<file path="src/rtl/nrs_pkg.sv">
package nrs_pkg;
  localparam int HALF_BYTES = 256;
  localparam int ECC_BYTES  = 3;

  typedef enum logic [1:0] {
    OP_RD_LO = 2'd0,
    OP_RD_HI = 2'd1,
    OP_SPARE = 2'd2
  } nrs_op_e;

  typedef enum logic [2:0] {
    S_IDLE, S_CMD, S_DATA, S_SP_CMD, S_SP_DATA, S_RST_CMD, S_CHECK, S_ADV
  } nrs_state_e;
endpackage

</file>
<file path="src/rtl/nrs_start_split.sv">
module nrs_start_split #(
  parameter int ADDR_W = 16,
  parameter int PAGE_W = ADDR_W - 8
) (
  input  logic [ADDR_W-1:0] addr_i,
  input  logic              big_i,
  output logic [PAGE_W-1:0] page_o,
  output logic              half_o,
  output logic [7:0]        col_o
);
  always_comb begin
    if (big_i) page_o = {1'b0, addr_i[ADDR_W-1:9]};
    else       page_o = addr_i[ADDR_W-1:8];
    // upper-half column loses 256 by dropping bit 8
    half_o = big_i & addr_i[8];
    col_o  = addr_i[7:0];
  end
endmodule

</file>
<file path="src/rtl/nrs_step.sv">
module nrs_step #(
  parameter int PAGE_W = 8,
  parameter int LEN_W  = 17
) (
  input  logic [PAGE_W-1:0] page_i,
  input  logic              half_i,
  input  logic              big_i,
  input  logic [7:0]        col_i,
  input  logic [LEN_W-1:0]  rem_i,
  output logic [8:0]        n_o,
  output logic [PAGE_W-1:0] page_nx_o,
  output logic              half_nx_o
);
  logic [8:0] room;

  always_comb begin
    room = 9'd256 - {1'b0, col_i};
    if (rem_i < LEN_W'(room)) n_o = rem_i[8:0];
    else                      n_o = room;
    page_nx_o = page_i + PAGE_W'(!big_i || half_i);
    half_nx_o = big_i & ~half_i;
  end
endmodule

</file>
<file path="src/rtl/nand_half_reader.sv">
module nand_half_reader
  import nrs_pkg::*;
#(
  parameter int ADDR_W   = 16,
  parameter int LEN_W    = 17,
  parameter int DEV_LOG2 = 16,
  parameter int PAGE_W   = ADDR_W - 8
) (
  input  logic              clk_i,
  input  logic              rst_ni,
  input  logic              start_i,
  input  logic [ADDR_W-1:0] addr_i,
  input  logic [LEN_W-1:0]  len_i,
  input  logic              big_page_i,
  input  logic              ecc_mode_i,
  output logic              busy_o,
  output logic              done_o,
  output logic              err_o,
  output logic              ce_o,
  output logic              cmd_valid_o,
  input  logic              cmd_ready_i,
  output logic [1:0]        cmd_op_o,
  output logic [7:0]        cmd_col_o,
  output logic [PAGE_W-1:0] cmd_page_o,
  output logic [8:0]        cmd_len_o,
  input  logic              rd_valid_i,
  input  logic [7:0]        rd_data_i,
  output logic              out_valid_o,
  output logic [7:0]        out_data_o,
  output logic              ecc_valid_o,
  output logic [23:0]       ecc_code_o,
  input  logic              ecc_bad_i
);
  localparam int SUM_W = ((ADDR_W > LEN_W) ? ADDR_W : LEN_W) + 1;
  localparam logic [SUM_W-1:0] DEV_BYTES = SUM_W'(1) << DEV_LOG2;

  nrs_state_e        state_q;
  logic [PAGE_W-1:0] page_q, sp_page, page_nx;
  logic              half_q, sp_half, half_nx;
  logic [7:0]        col_q, sp_col;
  logic [LEN_W-1:0]  rem_q;
  logic              big_q, ecc_q, first_q, ce_q, done_q, err_q;
  logic [8:0]        idx_q, n, data_len;
  logic [1:0]        spcnt_q;
  logic [23:0]       code_q;
  logic              out_valid_q;
  logic [7:0]        out_data_q;
  logic [SUM_W-1:0]  end_addr;
  logic              oor, in_win;
  logic [9:0]        win_hi;

  nrs_start_split #(.ADDR_W(ADDR_W), .PAGE_W(PAGE_W)) u_split (
    .addr_i(addr_i), .big_i(big_page_i),
    .page_o(sp_page), .half_o(sp_half), .col_o(sp_col)
  );

  nrs_step #(.PAGE_W(PAGE_W), .LEN_W(LEN_W)) u_step (
    .page_i(page_q), .half_i(half_q), .big_i(big_q), .col_i(col_q), .rem_i(rem_q),
    .n_o(n), .page_nx_o(page_nx), .half_nx_o(half_nx)
  );

  assign end_addr = SUM_W'(addr_i) + SUM_W'(len_i);
  assign oor      = end_addr > DEV_BYTES;
  assign data_len = ecc_q ? 9'(HALF_BYTES) : n;
  assign win_hi   = {2'b0, col_q} + {1'b0, n};
  // ECC mode reads the whole half; forward only the requested window
  assign in_win   = !ecc_q || (({1'b0, idx_q} >= {2'b0, col_q}) && ({1'b0, idx_q} < win_hi));

  always_comb begin
    cmd_valid_o = 1'b0;
    cmd_op_o    = OP_RD_LO;
    cmd_col_o   = '0;
    cmd_len_o   = '0;
    unique case (state_q)
      S_CMD: begin
        cmd_valid_o = 1'b1;
        cmd_op_o    = half_q ? OP_RD_HI : OP_RD_LO;
        cmd_col_o   = ecc_q ? 8'd0 : col_q;
        cmd_len_o   = data_len;
      end
      S_SP_CMD: begin
        cmd_valid_o = 1'b1;
        cmd_op_o    = OP_SPARE;
        cmd_col_o   = half_q ? 8'(ECC_BYTES) : 8'd0;
        cmd_len_o   = 9'(ECC_BYTES);
      end
      S_RST_CMD: cmd_valid_o = 1'b1;
      default: ;
    endcase
  end

  assign cmd_page_o  = page_q;
  assign busy_o      = state_q != S_IDLE;
  assign done_o      = done_q;
  assign err_o       = err_q;
  assign ce_o        = ce_q;
  assign out_valid_o = out_valid_q;
  assign out_data_o  = out_data_q;
  assign ecc_valid_o = state_q == S_CHECK;
  assign ecc_code_o  = code_q;

  always_ff @(posedge clk_i or negedge rst_ni) begin
    if (!rst_ni) begin
      state_q     <= S_IDLE;
      page_q      <= '0;
      half_q      <= 1'b0;
      col_q       <= '0;
      rem_q       <= '0;
      big_q       <= 1'b0;
      ecc_q       <= 1'b0;
      first_q     <= 1'b0;
      ce_q        <= 1'b0;
      done_q      <= 1'b0;
      err_q       <= 1'b0;
      idx_q       <= '0;
      spcnt_q     <= '0;
      code_q      <= '0;
      out_valid_q <= 1'b0;
      out_data_q  <= '0;
    end else begin
      done_q      <= 1'b0;
      err_q       <= 1'b0;
      out_valid_q <= 1'b0;
      unique case (state_q)
        S_IDLE: if (start_i) begin
          if (oor) begin
            done_q <= 1'b1;
            err_q  <= 1'b1;
          end else if (len_i == '0) begin
            done_q <= 1'b1;
          end else begin
            page_q  <= sp_page;
            half_q  <= sp_half;
            col_q   <= sp_col;
            rem_q   <= len_i;
            big_q   <= big_page_i;
            ecc_q   <= ecc_mode_i;
            first_q <= 1'b1;
            ce_q    <= 1'b1;
            state_q <= S_CMD;
          end
        end
        S_CMD: if (cmd_ready_i) begin
          idx_q   <= '0;
          state_q <= S_DATA;
        end
        S_DATA: if (rd_valid_i) begin
          out_valid_q <= in_win;
          out_data_q  <= rd_data_i;
          idx_q       <= idx_q + 9'd1;
          if (idx_q == data_len - 9'd1) state_q <= ecc_q ? S_SP_CMD : S_ADV;
        end
        S_SP_CMD: if (cmd_ready_i) begin
          spcnt_q <= '0;
          state_q <= S_SP_DATA;
        end
        S_SP_DATA: if (rd_valid_i) begin
          code_q  <= {code_q[15:0], rd_data_i};
          spcnt_q <= spcnt_q + 2'd1;
          if (spcnt_q == 2'(ECC_BYTES - 1)) state_q <= S_RST_CMD;
        end
        S_RST_CMD: if (cmd_ready_i) state_q <= S_CHECK;
        S_CHECK: begin
          if (ecc_bad_i) begin
            done_q  <= 1'b1;
            err_q   <= 1'b1;
            ce_q    <= 1'b0;
            state_q <= S_IDLE;
          end else begin
            state_q <= S_ADV;
          end
        end
        S_ADV: begin
          rem_q   <= rem_q - LEN_W'(n);
          col_q   <= '0;
          first_q <= 1'b0;
          page_q  <= page_nx;
          half_q  <= half_nx;
          if (rem_q == LEN_W'(n)) begin
            done_q  <= 1'b1;
            ce_q    <= 1'b0;
            state_q <= S_IDLE;
          end else begin
            state_q <= S_CMD;
          end
        end
        default: state_q <= S_IDLE;
      endcase
    end
  end

  assert_reject_quiet_R1: assert property (@(posedge clk_i) disable iff (!rst_ni)
    (state_q == S_IDLE && start_i && oor) |=> (err_o && done_o && !cmd_valid_o));

  assert_small_page_no_hi_R3: assert property (@(posedge clk_i) disable iff (!rst_ni)
    (cmd_valid_o && !big_q) |-> (cmd_op_o != OP_RD_HI));

  assert_later_col_zero_R4: assert property (@(posedge clk_i) disable iff (!rst_ni)
    (state_q == S_CMD && !first_q) |-> (cmd_col_o == 8'd0));

  assert_page_step_R5: assert property (@(posedge clk_i) disable iff (!rst_ni)
    (state_q == S_ADV && !big_q) |=> (page_q == $past(page_q) + PAGE_W'(1)));

  assert_ecc_abort_R8: assert property (@(posedge clk_i) disable iff (!rst_ni)
    (ecc_valid_o && ecc_bad_i) |=> (err_o && done_o && !ce_o && !busy_o));

  assert_done_idle_R9: assert property (@(posedge clk_i) disable iff (!rst_ni)
    done_o |-> (!busy_o && !ce_o));

  assert_cmd_selected_R10: assert property (@(posedge clk_i) disable iff (!rst_ni)
    cmd_valid_o |-> ce_o);

  assert_cmd_hold_R12: assert property (@(posedge clk_i) disable iff (!rst_ni)
    (cmd_valid_o && !cmd_ready_i) |=> (cmd_valid_o && $stable(cmd_op_o) && $stable(cmd_col_o)
                                       && $stable(cmd_page_o) && $stable(cmd_len_o)));
endmodule

</file>
<file path="config.mk">
export PLATFORM = sky130hd
export DESIGN_NAME = nand_half_reader
export DESIGN_NICKNAME = d
export VERILOG_FILES = /design/src/rtl/nrs_pkg.sv /design/src/rtl/nrs_start_split.sv /design/src/rtl/nrs_step.sv /design/src/rtl/nand_half_reader.sv
export SDC_FILE = /design/constraint.sdc
export NUM_CORES = 1
export LEC_CHECK = 0
export BUFFER_PORTS_ARGS = -buffer_cell sky130_fd_sc_hd__buf_4
export CAP_MARGIN = 20
export CORE_MARGIN = 10
export CORE_UTILIZATION = 60
export DETAILED_ROUTE_END_ITERATION = 6
export PLACE_DENSITY = 0.86
export SYNTH_ARGS = -nofsm -noshare
export SYNTH_HDL_FRONTEND = slang
export SYNTH_SLANG_ARGS = --single-unit
</file>
<file path="constraint.sdc">
create_clock -name clk_i -period 13.7 [get_ports clk_i]
set_input_delay 0.685 -clock clk_i [delete_from_list [all_inputs] [get_ports clk_i]]
set_output_delay 0.685 -clock clk_i [all_outputs]
set_load 0.02 [all_outputs]
</file>
==> results of run 1 <==
-- critical path, delay by kind of cell (launching register included) --
kind	cells	cell delay (ns)
fa+ha+maj	4	1.27
compound gates	10	1.80
xor+xnor	2	0.32
flops	1	0.47
simple gates	8	2.20
buf+inv	3	0.42
-- power by group through the flow --
stage | combinational, mW | sequential (mW) | clock [mW]
6_report | 1.39 | 0.520 | 0.259
5_1_grt | 1.54 | 0.532 | 0.275
4_1_cts | 1.38 | 0.513 | 0.262
3_5_place_dp | 1.37 | 0.514 | 0
3_3_place_gp | 1.33 | 0.513 | 0
2_1_floorplan | 0.926 | 0.530 | 0
-- metal layers --
metal  GRT usage  share of wire  vias to the layer above
li1            -              -                     3435
met1       0.325           0.40                     3364
met2       0.442           0.48                      358
met3      0.0485          0.073                       80
met4       0.130          0.041                        0
met5           0              0                        -
-- layout make-up --
| class | instances | area (um^2) | area share |
|---|---|---|---|
| clock buffers | 10 | 239 | 0.0282 |
| clock inverters | 6 | 78.8 | 0.00930 |
| inverters | 54 | 203 | 0.0239 |
| multi-input cells | 731 | 4720 | 0.557 |
| flip-flops and latches | 86 | 2150 | 0.254 |
| well taps | 143 | 179 | 0.0211 |
| repair buffers | 120 | 901 | 0.106 |
-- placed cells by master, fill, tap and decap left out, types with 22 or more instances in the layout --
master     n
nand2_1  153
ha_1      63
nand3_1   22
a21oi_1   68
xnor2_1   26
o21ai_0   45
nor2_1    73
buf_4    120
dfrtp_1   86
inv_1     50
-- path summary, 6_finish.rpt --
path	start	end	slack, ns
worst max-delay path	col_q[1]	out_valid_o	7.12
worst max register to register	col_q[1]	out_valid_o	7.12
min in group clk_i	out_data_o[6]	out_data_o[6]	0.48
worst min-delay path	rst_ni	col_q[1]	0.22
worst min register to register	out_data_o[6]	out_data_o[6]	0.48
max in group asynchronous	rst_ni	idx_q[1]	12.33
-- cells in the mapped netlist, drive strengths merged (3+ instances only) --
library cell and number:
fa 3, and4 4, o22a 11, clkbuf 28, a2bb2oi 6, xor2 9
nor4 11, o21a 4, a31oi 12, a21oi 68, nor2b 13, mux2 5
nand3 22, o2111ai 3, clkinv 4, a21o 19, nand2 154, a22oi 7
and2 9, o211a 4, o21ai 46, nand3b 6, nor3 22, or4 3
o41ai 3, ha 63, xnor2 26, a211oi 7, o31ai 4, inv 50
dfrtp 86, o211ai 6, o31a 3, mux2i 17, nor2 73, nand2b 15
and3 11, nand4 10, o221ai 4, buf 5, nor4b 3, o21bai 7
or3 10
-- stage by stage --
stage | total power [mW] | utilization | instance area, um^2 | instances | hold WS, ns
finish | 2.17 | 0.733 | 8470 | 1150 | 0.217
global route | 2.34 | 0.733 | 8470 | 1150 | 0.224
CTS | 2.16 | 0.733 | 8470 | 1150 | 0.216
detailed placement | 1.88 | 0.705 | 8150 | 1134 | 0.465
global placement | 1.84 | 0.705 | 8150 | 1134 | 0.460
floorplan | 1.46 | - | 7200 | 904 | 0.389
-- cells by family (layout without fill, tap and decap cells) --
| logic type | after synthesis | count (layout) | share of synthesized area |
|---|---|---|---|
| adders and majority gates | 66 | 66 | 0.118 |
| xor gates and xnor gates | 35 | 35 | 0.0426 |
| and+or+nand+nor | 374 | 374 | 0.248 |
| muxes | 22 | 22 | 0.0315 |
| DFF | 86 | 86 | 0.299 |
| AOI/OAI and AO/OA | 234 | 234 | 0.216 |
| buffers and inverters | 87 | 190 | 0.0459 |
-- flip-flops by register name, summed over array words and instances (netlist names) --
register     cells
spcnt_q          2
idx_q            9
out_valid_o      1
out_data_o       8
col_q            8
state_q          3
ecc_q            1
ecc_code_o      24
err_o            1
big_q            1
cmd_page_o       8
ce_o             1
half_q           1
rem_q           17
done_o           1
==> summary.txt, run 1 <==
STA
  – Relative slew margins: 0.309
  – Final-report setup violation count: 0
  – Hold violation count in the final report: 0
  – Maximum clock frequency: ~150 MHz
  – Max Clock Skew: roughly 0.011 ns
  – Final Max Slew Viols: 0
  – Post-layout worst setup margin: a little over 7 ns
  – RSZ-0062 raised after global routing: false
  – Total negative setup slack: 0 ns
  – Fin crit period: around 6.6 ns
  – Ratio of final minimum period to clock period: 0.481
  – Worst slew pin tran: 1.03 ns

Status
  – Result of the run: completed

Synth
  – Yosys top cell by area: dfrtp_1
  – Synth Cell Area: slightly above 7000 um^2
  – Most instantiated flip-flop cell in the synthesis netlist: dfrtp_1
  – Mean area per synthesized cell: around 8.0 um^2
  – Warning count from the yosys run: 0
  – Cells taking the most area after synthesis: dfrtp_1, ha_1, nand2_1, a21oi_1, nor2_1
  – Area share of the leading cell type in the synthesized netlist: 0.299
  – Number of synthesized flops with an enable pin: 0
  – Seq cells post-synth: 86
  – Distinct cell type count of the synthesized netlist: 71
  – Mapped Nets: ~1.0k
  – Count of mapped cells out of synthesis: approximately 900
  – Share of synthesized area occupied by flip-flops and latches: 0.299
  – Share of async-settable or async-resettable flops after synthesis: 1.00

CTS
  – Number of buffers on the longest clock path: 2
  – Buffer cell driving the clock tree root: clkbuf_16
  – Hold-fix buffer count after cts: 0
  – Number of clock sinks: 86
  – Clock Pin Slew Worst Setup and Hold Paths: 0.06 ns
  – Clock H-tree levels: 3
  – Clock tree from TritonCTS: built
  – Number of instances resized during post-cts repair: 0
  – Clock insertion delay at the later pin of the skew report: around 0.35 ns
  – Total CTS buffers: 9
  – Post-CTS Setup Repair Bufs: 0

Power and ir drop
  – Leakage: 4.13 nW
  – Peak supply drop: roughly 0.00014 V
  – Portion of total power attributed to combinational logic: 0.641
  – Pwr dens: 256 nW/um^2
  – Power share of the clock group: 0.119
  – Switching component of the power: 1.07 mW
  – Flop pwr share: 0.240
  – Internal power component: roughly 1.1 mW
  – Fraction of power spent switching nets: 0.493

Setup path
  – Crit path DAT: roughly 6.9 ns
  – WP data required: 13.97 ns
  – Critical Path Source Type: register
  – Worst stage delay on the critical path: ~0.55 ns
  – Start-to-end type of the worst setup path: register to register
  – Most Frequent Cell on Critical Path: a21oi_1
  – Critical-path maximum fanout: 12
  – Worst reg-to-reg path cell count: 27
  – CP Capture Type: register
  – Library cell contributing the largest single delay on the critical path: nor2_1

Final layout
  – NumNets Final: roughly 1.1k
  – Area overhead of the layout relative to synthesis: 17.7%
  – Diode insertion count for antenna repair: 0
  – Number of inserted filler cells in the final layout: between 900 and 1k
  – Fraction of layout cells with a size suffix above 1: 0.155

Floorplan
  – DIE WIDTH: approximately 130 um
  – Die area: 16,800 um^2
  – Vert. Die Dim: about 130 um
  – Starting Density: 0.622
  – Area of the core: roughly 12,000 um^2
  – Number of I/O pins: around 120
  – Row cnt: 39

Routing
  – Total number of vias: roughly 7.2k
  – Drt wl/cell: 19.4 um
  – Drt initial violations: roughly 610
  – Post-detailed-route via-to-cell ratio: 6.29
  – Final ANT Viol Nets: 0
  – Number of remaining DRC errors: 0
  – 1st-pass router iterations: 5
  – Total detailed-routing wirelength: ~22 mm

Hold path
  – Class of the tightest hold or removal check: primary input to async pin

Placement
  – Post-DP HPWL: 17.1 mm
  – Final Wtd Congestion: 1.01
  – Total of buffers placed on input and output ports: 114
  – Setup slack at placement: slightly above 7 ns

Global routing
  – Number of global-route vias before repair: 7,138
  – Antenna violations before repair: 0
  – Largest net degree at the start of global routing: between 60 and 70
  – Global-route usage over all layers: 0.265
  – Remaining global-route overflow: 0
  – Wire length of the first global-routing pass: about 36 mm

Job
  – # Max-Cap Violations: 0
(Power assumes the default switching activity.)
==> run 2: changes to the inputs <==
CORE_UTILIZATION = 58   (was 60)
PLACE_DENSITY = 0.83   (was 0.86)
clock period = 6.55 ns   (was 13.7 ns; I/O delays follow)
==> run 2 against run 1 <==
Against the previous run: sequential share of layout area shrank 0.17 points; utilization shrank 2.5 points; cell area grew 0.68%; highest routed layer unchanged.
==> summary.txt, run 2 (synthesis gave the netlist of run 1 again) <==
Global routing
  – Wire length of the first global-routing pass: 36.2 mm (+1.1%)
  – Largest net degree at the start of global routing: 64 (-5.9%)
  – Antenna violations before repair: 0 (unchanged)
  – Number of global-route vias before repair: 6,869 (-3.8%)
  – Remaining global-route overflow: 0 (unchanged)
  – Global-route usage over all layers: 0.250 (-0.0151)

CTS
  – Clock H-tree levels: 3 (unchanged)
  – Clock insertion delay at the later pin of the skew report: 0.35 ns (about the same)
  – Number of buffers on the longest clock path: 2 (unchanged)
  – Number of clock sinks: 86 (unchanged)
  – Buffer cell driving the clock tree root: clkbuf_16
  – Total CTS buffers: 9 (unchanged)
  – Clock Pin Slew Worst Setup and Hold Paths: 0.07 ns (about the same)
  – Clock tree from TritonCTS: built

Hold path
  – Class of the tightest hold or removal check: primary input to register

Setup path
  – CP Capture Type: register
  – Crit path DAT: 6.20 ns (-0.66 ns)
  – Critical-path maximum fanout: 10 (-2)
  – WP data required: 6.81 ns (-7.16 ns)
  – Register-to-Register Setup Slack: 0.61 ns (-6.51 ns)
  – Critical Path Source Type: register
  – Start-to-end type of the worst setup path: register to register

Placement
  – Final Wtd Congestion: 0.952 (-5.4%)
  – Total of buffers placed on input and output ports: 114 (unchanged)
  – Post-Place Cell Area: 8220 um^2 (+0.78%)
  – Post-DP HPWL: 17.1 mm (about the same)
  – Setup slack at placement: 0.569 ns (-6.68 ns)

Job
  – # Max-Cap Violations: 0 (unchanged)

Final layout
  – Most frequent standard cell in the layout excluding fill and tap cells: nand2_1
  – Area overhead of the layout relative to synthesis: 18.5%
  – Diode insertion count for antenna repair: 0 (unchanged)
  – Commonest cells after routing, fill and taps aside: nand2_1, buf_4, dfrtp_1, nor2_1, a21oi_1
  – Fraction of layout cells with a size suffix above 1: 0.158 (+0.00319)
  – Number of flip-flops in the largest register: 24 (unchanged)
  – Core occupancy in the finished layout: 0.707 (-0.0254)
  – Final cell area excluding filler cells: 8530 um^2 (+0.68%)
  – NumNets Final: 1,123 (+0.54%)

Floorplan
  – Number of I/O pins: 115 (unchanged)
  – Starting Density: 0.597 (-0.0256)
  – Row cnt: 40 (+2.6%)
  – Area of the core: 12,100 um^2 (+4.3%)
  – Die area: 17,300 um^2 (+2.9%)
  – Vert. Die Dim: 131 um (+1.4%)
  – DIE WIDTH: 131 um (+1.4%)

STA
  – Post-layout worst setup margin: 0.606 ns (-6.51 ns)
  – Fin crit period: 5.94 ns (-0.640 ns)
  – Max Clock Skew: 0.0105 ns (-0.000800 ns)
  – Hold violation count in the final report: 0 (unchanged)
  – Ratio of final minimum period to clock period: 0.907 (+0.427)
  – Relative slew margins: 0.299 (-0.0100)
  – Worst slew pin tran: 1.05 ns (+0.0150 ns)
  – Total negative setup slack: 0 ns (unchanged)
  – RSZ-0062 raised after global routing: false
  – Maximum clock frequency: 168 MHz (+11%)
  – Final-report setup violation count: 0 (unchanged)
  – Final Max Slew Viols: 0 (unchanged)

Routing
  – Total number of vias: 7,117 (-1.7%)
  – Final ANT Viol Nets: 0 (unchanged)
  – Total detailed-routing wirelength: 22.3 mm (+0.32%)
  – Drt initial violations: 535 (-12%)
  – Number of remaining DRC errors: 0 (unchanged)
  – Drt wl/cell: 18.9 um (-2.2%)
  – Post-detailed-route via-to-cell ratio: 6.03 (-4.2%)
  – 1st-pass router iterations: 5 (unchanged)

Power and ir drop
  – Leakage: 4.14 nW (+0.38%)
  – Pwr dens: 528 nW/um^2 (+110%)
  – Peak supply drop: 0.000355 V (+150%)

Status
  – Result of the run: completed
run 2: path summary, 6_finish.rpt:
| check | startpoint | to | cells past startpoint |
|---|---|---|---|
| min in group asynchronous | rst_ni | rem_q[5] | 2 |
| worst min-delay path | rd_data_i[4] | out_data_o[4] | 3 |
| worst max-delay path | col_q[0] | out_valid_o | 26 |
| max in group asynchronous | rst_ni | rem_q[10] | 3 |
| worst max register to register | col_q[0] | out_valid_o | 26 |
| worst min register to register | ecc_code_o[17] | ecc_code_o[17] | 2 |
run 2: cell type report:
cell class,count,area [um^2]
clock buffer,9,225
clock inverter,6,70.1
fill,1003,3530
inverter,54,203
multi-input combinational,731,4720
sequential,86,2150
tap,168,210
timing repair buffer,126,948
run 2: power by group:
part / internal (mW) / switching, mW
Combinational: 1.23 / 1.67
Sequential: 0.764 / 0.323
Clock: 0.296 / 0.224
Total: 2.29 / 2.21
run 2: timing repair:
action | CTS | global route
setup endpoints to repair | 0 | 4
endpoints found under the hold margin | 23 | 0
hold buffers | 1 | 0
setup buffers | 0 | 0
gates resized for setup | 0 | 1
run 2: worst max-delay path, cell delays in order (launching register included):
cell      delay (ns)
dfrtp_1         0.49
inv_1           0.15
ha_1            0.26
nor4b_2         0.33
and2_1          0.21
xnor2_1         0.19
inv_1           0.09
ha_1            0.30
and4_1          0.21
a221o_1         0.33
or3_1           0.43
o21ai_0         0.27
nand2_1         0.20
ha_1            0.26
fa_1            0.42
a21oi_1         0.15
nor2_1          0.05
nor2_1          0.15
o21bai_1        0.08
a21oi_1         0.23
o21bai_1        0.09
a21oi_1         0.18
xnor2_1         0.14
ha_1            0.26
a21oi_1         0.14
o21ai_0         0.09
a31oi_1         0.17
run 2: through the flow:
step	total power [mW]	hold slack, ns	instances
after global routing	4.90	0.178	1180
after CTS	4.48	0.167	1180
after floorplan	3.04	0.0319	904
after detailed placement	3.93	0.267	1164
final	4.50	0.179	1180
after global placement	3.89	0.268	1164
run 2: layer usage:
layer | global-route usage | vias up | routed length (um)
li1 | - | 3453 | -
met1 | 0.321 | 3341 | 9720
met2 | 0.407 | 266 | 10500
met3 | 0.0408 | 57 | 1270
met4 | 0.108 | 0 | 811
met5 | 0 | - | 0
